==> src/rtl/bgu_pkg.sv <==
package bgu_pkg;

    typedef enum logic [1:0] {
        STRONG_NOT   = 2'b00,
        WEAK_NOT     = 2'b01,
        WEAK_TAKEN   = 2'b10,
        STRONG_TAKEN = 2'b11
    } cnt_state_e;

    function automatic cnt_state_e cnt_step(input cnt_state_e cur, input logic taken);
        cnt_state_e nxt;
        unique case (cur)
            STRONG_NOT:   nxt = taken ? WEAK_NOT     : STRONG_NOT;
            WEAK_NOT:     nxt = taken ? WEAK_TAKEN   : STRONG_NOT;
            WEAK_TAKEN:   nxt = taken ? STRONG_TAKEN : WEAK_NOT;
            STRONG_TAKEN: nxt = taken ? STRONG_TAKEN : WEAK_TAKEN;
        endcase
        return nxt;
    endfunction

    function automatic logic cnt_guess(input cnt_state_e cur);
        logic g;
        unique case (cur)
            STRONG_NOT, WEAK_NOT:     g = 1'b0;
            WEAK_TAKEN, STRONG_TAKEN: g = 1'b1;
        endcase
        return g;
    endfunction

endpackage

==> src/rtl/bgu_dir_table.sv <==
module bgu_dir_table
    import bgu_pkg::*;
#(
    parameter int PC_W     = 32,
    parameter int ROW_BITS = 4,
    parameter int HIST_W   = 2
) (
    input  logic            clk,
    input  logic            rst_n,
    input  logic [PC_W-1:0] fetch_pc,
    output logic            dir_taken,
    input  logic            upd_valid,
    input  logic [PC_W-1:0] upd_pc,
    input  logic            upd_taken
);
    localparam int IDX_W   = ROW_BITS + HIST_W;
    localparam int ENTRIES = 1 << IDX_W;

    cnt_state_e        cnt_q [ENTRIES];
    logic [HIST_W-1:0] hist_q;
    logic [HIST_W:0]   hist_wide;
    logic [IDX_W-1:0]  rd_idx;
    logic [IDX_W-1:0]  wr_idx;
    cnt_state_e        wr_old;
    cnt_state_e        wr_new;

    always_comb begin
        rd_idx    = {fetch_pc[ROW_BITS+1:2], hist_q};
        wr_idx    = {upd_pc[ROW_BITS+1:2], hist_q};
        wr_old    = cnt_q[wr_idx];
        wr_new    = cnt_step(wr_old, upd_taken);
        hist_wide = {hist_q, upd_taken};
        dir_taken = cnt_guess(cnt_q[rd_idx]);
    end

    always_ff @(posedge clk) begin
        if (!rst_n) begin
            for (int i = 0; i < ENTRIES; i++) begin
                cnt_q[i] <= WEAK_NOT;
            end
            hist_q <= '0;
        end else if (upd_valid) begin
            cnt_q[wr_idx] <= wr_new;
            hist_q        <= hist_wide[HIST_W-1:0];
        end
    end

    p_hist_shift_r5: assert property (@(posedge clk) disable iff (!rst_n)
        upd_valid |=> hist_q[0] == $past(upd_taken));

    p_hist_hold_r5: assert property (@(posedge clk) disable iff (!rst_n)
        !upd_valid |=> $stable(hist_q));

    p_ctr_moves_r3: assert property (@(posedge clk) disable iff (!rst_n)
        (upd_valid && upd_taken && wr_old != STRONG_TAKEN)
        |=> cnt_q[$past(wr_idx)] != $past(wr_old));

    p_ctr_sat_r3: assert property (@(posedge clk) disable iff (!rst_n)
        (upd_valid && !upd_taken && wr_old == STRONG_NOT)
        |=> cnt_q[$past(wr_idx)] == STRONG_NOT);

endmodule

==> src/rtl/bgu_target_buf.sv <==
module bgu_target_buf #(
    parameter int PC_W  = 32,
    parameter int DEPTH = 8
) (
    input  logic            clk,
    input  logic            rst_n,
    input  logic [PC_W-1:0] fetch_pc,
    output logic            look_hit,
    output logic [PC_W-1:0] look_target,
    input  logic            upd_valid,
    input  logic [PC_W-1:0] upd_pc,
    input  logic            upd_taken,
    input  logic [PC_W-1:0] upd_target
);
    localparam int PTR_W = (DEPTH > 1) ? $clog2(DEPTH) : 1;

    logic [DEPTH-1:0] vld_q;
    logic [PC_W-1:0]  tag_q [DEPTH];
    logic [PC_W-1:0]  tgt_q [DEPTH];
    logic [PTR_W-1:0] fill_ptr_q;
    logic [DEPTH-1:0] look_vec;
    logic [DEPTH-1:0] upd_vec;
    logic             upd_any;
    logic [PTR_W-1:0] upd_slot;
    logic             do_alloc;

    for (genvar g = 0; g < DEPTH; g++) begin : g_cmp
        assign look_vec[g] = vld_q[g] && (tag_q[g] == fetch_pc);
        assign upd_vec[g]  = vld_q[g] && (tag_q[g] == upd_pc);
    end

    always_comb begin
        look_target = '0;
        upd_slot    = '0;
        upd_any     = 1'b0;
        for (int i = 0; i < DEPTH; i++) begin
            if (look_vec[i]) look_target = look_target | tgt_q[i];
            if (upd_vec[i]) begin
                upd_slot = PTR_W'(i);
                upd_any  = 1'b1;
            end
        end
        look_hit = |look_vec;
        do_alloc = upd_valid && upd_taken && !upd_any;
    end

    always_ff @(posedge clk) begin
        if (!rst_n) begin
            vld_q      <= '0;
            fill_ptr_q <= '0;
        end else if (upd_valid && upd_taken) begin
            if (upd_any) begin
                tgt_q[upd_slot] <= upd_target;
            end else begin
                vld_q[fill_ptr_q] <= 1'b1;
                tag_q[fill_ptr_q] <= upd_pc;
                tgt_q[fill_ptr_q] <= upd_target;
                fill_ptr_q <= (fill_ptr_q == PTR_W'(DEPTH-1)) ? '0 : fill_ptr_q + 1'b1;
            end
        end
    end

    p_unique_tag_r8: assert property (@(posedge clk) disable iff (!rst_n)
        $onehot0(look_vec));

    p_fill_advance_r8: assert property (@(posedge clk) disable iff (!rst_n)
        do_alloc |=> fill_ptr_q != $past(fill_ptr_q));

    p_fill_hold_r8: assert property (@(posedge clk) disable iff (!rst_n)
        !do_alloc |=> $stable(fill_ptr_q) && $stable(vld_q));

endmodule

==> src/rtl/branch_guess_unit.sv <==
module branch_guess_unit #(
    parameter int PC_W      = 32,
    parameter int ROW_BITS  = 4,
    parameter int HIST_W    = 2,
    parameter int BTB_DEPTH = 8
) (
    input  logic            clk,
    input  logic            rst_n,
    input  logic [PC_W-1:0] fetch_pc,
    output logic            pred_taken,
    output logic            pred_hit,
    output logic [PC_W-1:0] pred_target,
    input  logic            upd_valid,
    input  logic [PC_W-1:0] upd_pc,
    input  logic            upd_taken,
    input  logic [PC_W-1:0] upd_target
);
    localparam logic [PC_W-1:0] STEP = PC_W'(4);

    logic            tb_hit;
    logic [PC_W-1:0] tb_target;

    bgu_dir_table #(.PC_W(PC_W), .ROW_BITS(ROW_BITS), .HIST_W(HIST_W)) dir_i (
        .clk(clk), .rst_n(rst_n), .fetch_pc(fetch_pc), .dir_taken(pred_taken),
        .upd_valid(upd_valid), .upd_pc(upd_pc), .upd_taken(upd_taken)
    );

    bgu_target_buf #(.PC_W(PC_W), .DEPTH(BTB_DEPTH)) tgt_i (
        .clk(clk), .rst_n(rst_n), .fetch_pc(fetch_pc),
        .look_hit(tb_hit), .look_target(tb_target),
        .upd_valid(upd_valid), .upd_pc(upd_pc), .upd_taken(upd_taken),
        .upd_target(upd_target)
    );

    always_comb begin
        pred_hit    = tb_hit;
        pred_target = tb_hit ? tb_target : fetch_pc + STEP;
    end

    p_alloc_seen_r9: assert property (@(posedge clk) disable iff (!rst_n)
        (upd_valid && upd_taken)
        |=> ((fetch_pc != $past(upd_pc)) ||
             (pred_hit && pred_target == $past(upd_target))));

endmodule

==> config.mk <==
export PLATFORM = sky130hd
export DESIGN_NAME = branch_guess_unit
export DESIGN_NICKNAME = d
export VERILOG_FILES = /design/src/rtl/bgu_pkg.sv /design/src/rtl/bgu_dir_table.sv /design/src/rtl/bgu_target_buf.sv /design/src/rtl/branch_guess_unit.sv
export SDC_FILE = /design/constraint.sdc
export NUM_CORES = 1
export LEC_CHECK = 0
export BUFFER_PORTS_ARGS = -buffer_cell sky130_fd_sc_hd__buf_2
export CAP_MARGIN = 20
export CORE_ASPECT_RATIO = 1.25
export CORE_UTILIZATION = 55
export DETAILED_ROUTE_END_ITERATION = 8
export HOLD_SLACK_MARGIN = 0.05
export PLACE_DENSITY_LB_ADDON = 0.2
export SLEW_MARGIN = 40
export SYNTH_ARGS = -nofsm -noshare
export SYNTH_HDL_FRONTEND = slang
export SYNTH_SLANG_ARGS = --single-unit
==> constraint.sdc <==
create_clock -name clk -period 13.8 [get_ports clk]
set_clock_uncertainty 0.2 [all_clocks]
set_input_delay 0.69 -clock clk [delete_from_list [all_inputs] [get_ports clk]]
set_output_delay 0.69 -clock clk [all_outputs]
set_load 0.01 [all_outputs]
==> metrics.txt, run 1 <==
status=finished clean; CORE AREA=0.0562 mm^2; cts bufs inserted=68; max cap viols=0; Final Hold Viols=0; Die Width=216 um; Nets=2,489; Fmax=0.194 GHz; CTS tree=built; post-route antenna net violation count=0; IO Pins=134; number of global-route vias before repair=20,900; Mean Syn Cell Area=13.6 um^2; hold buffers post-CTS=0; drt via density=6.61; Synth top area share=61.2%; initial DRC count=2,290; WL/cell=31.0 um; Max clock buf depth=3; Final Cell Area=0.0349 mm^2; Sequential Area=0.0195 mm^2; synthesis-stage register bit count=653; Tightest Hold Check Type=input port to flop; syn nets=2,413; Overall Power=4.40 mW; crit path DAT=4.26 ns; Resized cells post-CTS=0; commonest non-fill, non-tap cells in the layout=640 x edfxtp_1, 417 x xor2_1, 133 x buf_2, 131 x nor4_1, 113 x xnor2_1; DRC errors left=0; most common cell after layout, fill and taps aside=edfxtp_1; Period minus WS final=5.15 ns; relative max-transition margin=44.7%; Synth Instances=2,310; H-tree depth=3; Yosys cell types=65; Pre-antenna DRT Iters=6; RSZ-0062 raised after global routing=false; die area=0.0581 mm^2; Worst-path clk slew=0.06 ns; fill cell count=4,320; worst path required time=12.91 ns; Crit. End Element=output port; Die H=269 um; PortBufs=133; Critical Path Source Type=input port; global-route wire length before repair=142 mm; sequential area share after synthesis=62.0%; ys flop type=edfxtp_1; grt total ovfl=0; setup violators final=0; Yosys warning total=0; mapped cell area=0.0314 mm^2; Leak=11.0 nW; largest net degree at the start of global routing=82; Clock Sinks=653; post-CTS setup buffer count=0; placed inst area=0.0326 mm^2; Synth area leader=edfxtp_1; Async SR Flop Fraction=0%; clk root buf=clkbuf_16; initial antenna violation count=5; Synth-to-Final Area Change=11.0%; highest net fanout along the worst path=44; initial cell density of the core=55.9%; Post-Route WL=98.8 mm; routability congestion estimate=0.990; final hold slack=0.127 ns; setup TNS=0 ns; area of the multi-input gates=0.0112 mm^2; Core Rows=97; Tcrit/Tclk final=37.3%; Crit Path Category=input port to output port; pwr dens=126 mW/mm^2; post-DP HPWL=61.0 mm; Worst Max-Slew Pin Slew=0.830 ns; Max IR drop VDD=0.121 mV; GRT Total Usage=33.9%; via count=21,100; max-slew violations=0; layout cells sized above 1=14.1%; Post-synth EDFFs=640; top cells by area, synth=edfxtp_1 61%, xor2_1 12%, xnor2_1 3.2%; Clock Latency Late Sink=0.63 ns
-- cells in the mapped netlist (all sizes together), types with 10 or more instances --
| cell type | number |
|---|---|
| nand3 | 100 |
| nand2 | 77 |
| nand2b | 21 |
| nor3 | 90 |
| nor2b | 10 |
| xnor2 | 113 |
| a221oi | 43 |
| nor4 | 135 |
| nand4 | 75 |
| buf | 114 |
| o21ai | 69 |
| xor2 | 417 |
| inv | 15 |
| a22o | 41 |
| clkbuf | 50 |
| o21a | 13 |
| a22oi | 54 |
| mux2i | 16 |
| mux4 | 32 |
| and3 | 29 |
| nor2 | 51 |
| dfxtp | 13 |
| edfxtp | 640 |
-- through the flow --
step	worst slack (ns)	std cells	util, %
2_1_floorplan	7.53	2310	-
3_3_place_gp	8.38	3057	57.9
3_5_place_dp	8.68	3057	58.0
4_1_cts	8.68	3180	62.0
5_1_grt	8.52	3184	62.0
6_report	8.65	3186	62.0
-- layer usage --
metal / GRT usage, % / wire length, um
met5: 0 / 13
met4: 19.1 / 5640
met3: 5.67 / 7910
met2: 55.3 / 48100
met1: 42.9 / 37200
-- final timing paths --
| check | cells past startpoint | to | startpoint | slack, ns |
|---|---|---|---|---|
| worst min register to register | 2 | tgt_i.vld_q[3]$_SDFFE_PN0N_ | tgt_i.vld_q[3]$_SDFFE_PN0N_ | 0.33 |
| worst max register to register | 9 | tgt_i.tgt_q[5][30]$_DFFE_PP_ | tgt_i.tag_q[5][19]$_DFFE_PP_ | 9.62 |
| worst max-delay path | 11 | pred_target[30] | fetch_pc[17] | 8.65 |
| worst min-delay path | 1 | tgt_i.tgt_q[7][26]$_DFFE_PP_ | upd_target[26] | 0.13 |
-- power breakdown --
group          internal, mW  total, mW  switching [mW]  leakage, nW
combinational        0.0906      0.334           0.244         4.11
sequential             2.19       2.20          0.0101         5.83
clock                  1.07       1.86           0.792         1.08
total                  3.35       4.40            1.05         11.0
-- critical path: stages --
cell and delay, ns:
buf_2 0.55, xor2_1 0.19, nor4_1 0.38, nand4_1 0.21
nor3_2 0.39, buf_4 0.51, nor4_1 0.18, nand3_4 0.44
nand4_1 0.35, o21a_1 0.20, buf_2 0.14
-- cell type report --
type,instances,area share (%)
clock inverter,37,1.24
inverter,15,0.162
antenna,5,0.0359
timing repair buffer,170,2.74
tap,742,2.66
sequential,653,55.9
clock buffer,86,5.19
multi-input combinational,1478,32.1
-- sequential cells by signal, indices dropped and copies added, names as in the netlist --
name / cells
dir_i.cnt_q: 128
tgt_i.tgt_q: 256
tgt_i.vld_q: 8
tgt_i.fill_ptr_q: 3
tgt_i.tag_q: 256
dir_i.hist_q: 2
-- cells by family after synthesis --
kind of cell	synth area share, %
AOI/OAI and AO/OA	5.99
xor gates and xnor gates	14.8
adders and majority gates	0.183
buffers and inverters	2.86
DFF	62.0
muxes	3.00
and+or+nand+nor	11.2
Note: power is estimated with default switching activity, not from simulation.
==> run 2, diff against run 1 <==
clock period = 4.6 ns   (was 13.8 ns; I/O delays follow)
==> metrics.txt, run 2 (synthesis results as in run 1) <==
status=finished clean; number of global-route vias before repair=21,900 (+4.8%); Synth-to-Final Area Change=15.4%; commonest non-fill, non-tap cells in the layout=640 x edfxtp_1, 417 x xor2_1, 133 x buf_2, 130 x nor4_1, 113 x xnor2_1; die area=0.0581 mm^2 (unchanged); Overall Power=13.4 mW (+200%); most common cell after layout, fill and taps aside=edfxtp_1; Die Width=216 um (unchanged); met2 global-route usage=57.3% (+2.0 points); Max clock buf depth=3 (unchanged); CTS tree=built; slowest stage delay, CP=0.62 ns (+0.07 ns); Clock Sinks=653 (unchanged); Pre-antenna DRT Iters=5 (-1); Die H=269 um (unchanged); worst path required time=4.17 ns (-8.74 ns); cell count of the worst reg-to-reg path=9 (unchanged); initial DRC count=2,685 (+17%); Nets=2,626 (+5.5%); slack of the worst reg-to-reg path=0.61 ns (-9.01 ns); post-DP HPWL=66.8 mm (+9.4%); global-route wire length before repair=148 mm (+4.3%); drt via density=6.57 (-0.61%); Final Hold Viols=0 (unchanged); pwr dens=370 mW/mm^2 (+190%); family with the most delay on the worst path=simple AND/OR/NAND/NOR gates; worst flop-to-flop path startpoint=tgt_i.tag_q[6][25]$_DFFE_PP_; IO Pins=134 (unchanged); Post-Route WL=102 mm (+3.5%); Worst-path clk slew=0.06 ns (about the same); Clock Latency Late Sink=0.62 ns (about the same); max cap viols=0 (unchanged); Leak=11.7 nW (+6.4%); reg-to-reg critical path endpoint=tgt_i.tgt_q[2][30]$_DFFE_PP_; initial antenna violation count=1 (-4); Core Rows=97 (unchanged); post-CTS setup buffer count=0 (unchanged); Max IR drop VDD=0.367 mV (+200%); GR Util met3=4.84% (-0.83 points); routability congestion estimate=1.03 (+4.5%); Largest regs=tgt_i.tag_q (256), tgt_i.tgt_q (256), dir_i.cnt_q (128); slowest CP cell=nor3_2; Sequential Area=0.0195 mm^2 (unchanged); PortBufs=133 (unchanged); Buf/Inv on CP=2 (-1); Fmax=0.219 GHz; CORE AREA=0.0562 mm^2 (unchanged); via count=21,800 (+3.5%); Critical Path Source Type=flop; Period minus WS final=4.56 ns; Crit. End Element=output port; WL/cell=30.8 um (-0.61%); crit-path cells=xor2_1 -> nor4_1 -> nand4_1 -> nor3_2 -> nor4_1 -> nand3_2 -> buf_4 -> nand4_1 -> o21a_1 -> buf_2; fill cell count=4,132 (-4.4%); final core occ=64.5% (+2.5 points); RSZ-0062 raised after global routing=false; Tcrit/Tclk final=99.1%; crit path DAT=4.13 ns (-0.13 ns); cts bufs inserted=67 (-1.5%); GRT Total Usage=35.1% (+1.2 points); Tightest Hold Check Type=input port to flop; clk root buf=clkbuf_16; hold wc startpoint=upd_taken; area of the multi-input gates=0.0112 mm^2 (about the same); DRC errors left=0 (unchanged); Hold EP=tgt_i.fill_ptr_q[1]$_SDFFE_PN0N_; layout cells sized above 1=16.4% (+2.2 points); Worst Max-Slew Pin Slew=0.823 ns (-0.00710 ns); setup TNS=0 ns (unchanged); GR Util met1=44.8% (+1.8 points); max-slew violations=0 (unchanged); gr busiest metal=met2; post-route antenna net violation count=0 (unchanged); H-tree depth=3 (unchanged); initial cell density of the core=55.9% (unchanged); highest net fanout along the worst path=26 (-41%); relative max-transition margin=44.6% (about the same); Worst Hold Depth=5 (+4); setup violators final=0 (unchanged); Crit Path Category=flop to output port; grt total ovfl=0 (unchanged); largest net degree at the start of global routing=65 (-21%)
run 2: cell count changes in the layout (fill, tap and decap cells not counted), moves of 3 or more:
cell,previous run,this run
buf_12,1,13
buf_4,36,95
clkinv_1,12,8
clkinv_2,8,11
clkinv_4,0,3
clkinvlp_4,4,1
diode_2,5,1
dlygate4sd3_1,0,67
inv_16,1,4
run 2: report_power, final:
part | internal [mW] | total, mW | switching (mW) | leakage [nW]
clock | 3.32 | 5.70 | 2.38 | 1.12
sequential | 6.58 | 6.61 | 0.0380 | 5.83
combinational | 0.353 | 1.10 | 0.749 | 4.78
total | 10.2 | 13.4 | 3.17 | 11.7
run 2: cell type report:
cell class                      instances  share of cell area (%)
Sequential cell                       653                    53.8
Multi-Input combinational cell       1478                    30.8
Timing Repair Buffer                  308                    6.37
Clock buffer                           84                    4.94
Tap cell                              742                    2.56
Clock inverter                         38                    1.36
Inverter                               15                   0.155
Antenna cell                            1                 0.00690
run 2: layer usage:
| layer | vias up | share of wire [%] | routed length (um) |
|---|---|---|---|
| met5 | - | 0 | 0 |
| met4 | 0 | 6.5 | 6660 |
| met3 | 324 | 8.2 | 8440 |
| met2 | 1321 | 48 | 49500 |
| met1 | 10900 | 37 | 37800 |
| li1 | 9236 | - | - |
run 2: worst max path at each step:
stage	to	cells past startpoint	startpoint	slack, ns
after global placement	tgt_i.tgt_q[1][27]$_DFFE_PP_	10	upd_pc[16]	0.41
after global routing	pred_target[25]	10	tgt_i.tag_q[3][24]$_DFFE_PP_	0.08
final	pred_target[25]	10	tgt_i.tag_q[3][24]$_DFFE_PP_	0.04
after floorplan	tgt_i.tgt_q[1][0]$_DFFE_PP_	8	tgt_i.tag_q[5][19]$_DFFE_PP_	-1.22
after detailed placement	tgt_i.tgt_q[6][27]$_DFFE_PP_	10	upd_pc[16]	0.37
after CTS	pred_target[25]	10	tgt_i.tag_q[3][24]$_DFFE_PP_	0.14
run 2: what timing repair did:
item / in CTS / in global routing
gates resized for setup: 0 / 0
hold buffers: 67 / 0
endpoints found under the hold margin: 459 / 0
setup endpoints to repair: 0 / 0
run 2: worst reg2reg max path, stage by stage (launching register included):
cell	delay [ns]
edfxtp_1	0.43
xor2_1	0.20
nor4_1	0.45
nand4_1	0.13
or4_1	0.65
nand4_1	0.30
nor3b_2	0.12
mux2i_2	0.58
nor3b_4	0.34
buf_12	0.27
run 2: through the flow:
stage                     setup slack [ns]  cells  hold WS [ns]  instance area (um^2)
after global placement               0.410   3129         0.282                 33300
after global routing                0.0753   3319         0.143                 36200
final                               0.0397   3319         0.119                 36200
after detailed placement             0.367   3129         0.289                 33300
after floorplan                      -1.22   2310         0.129                 31400
after CTS                            0.142   3318        0.0973                 36200
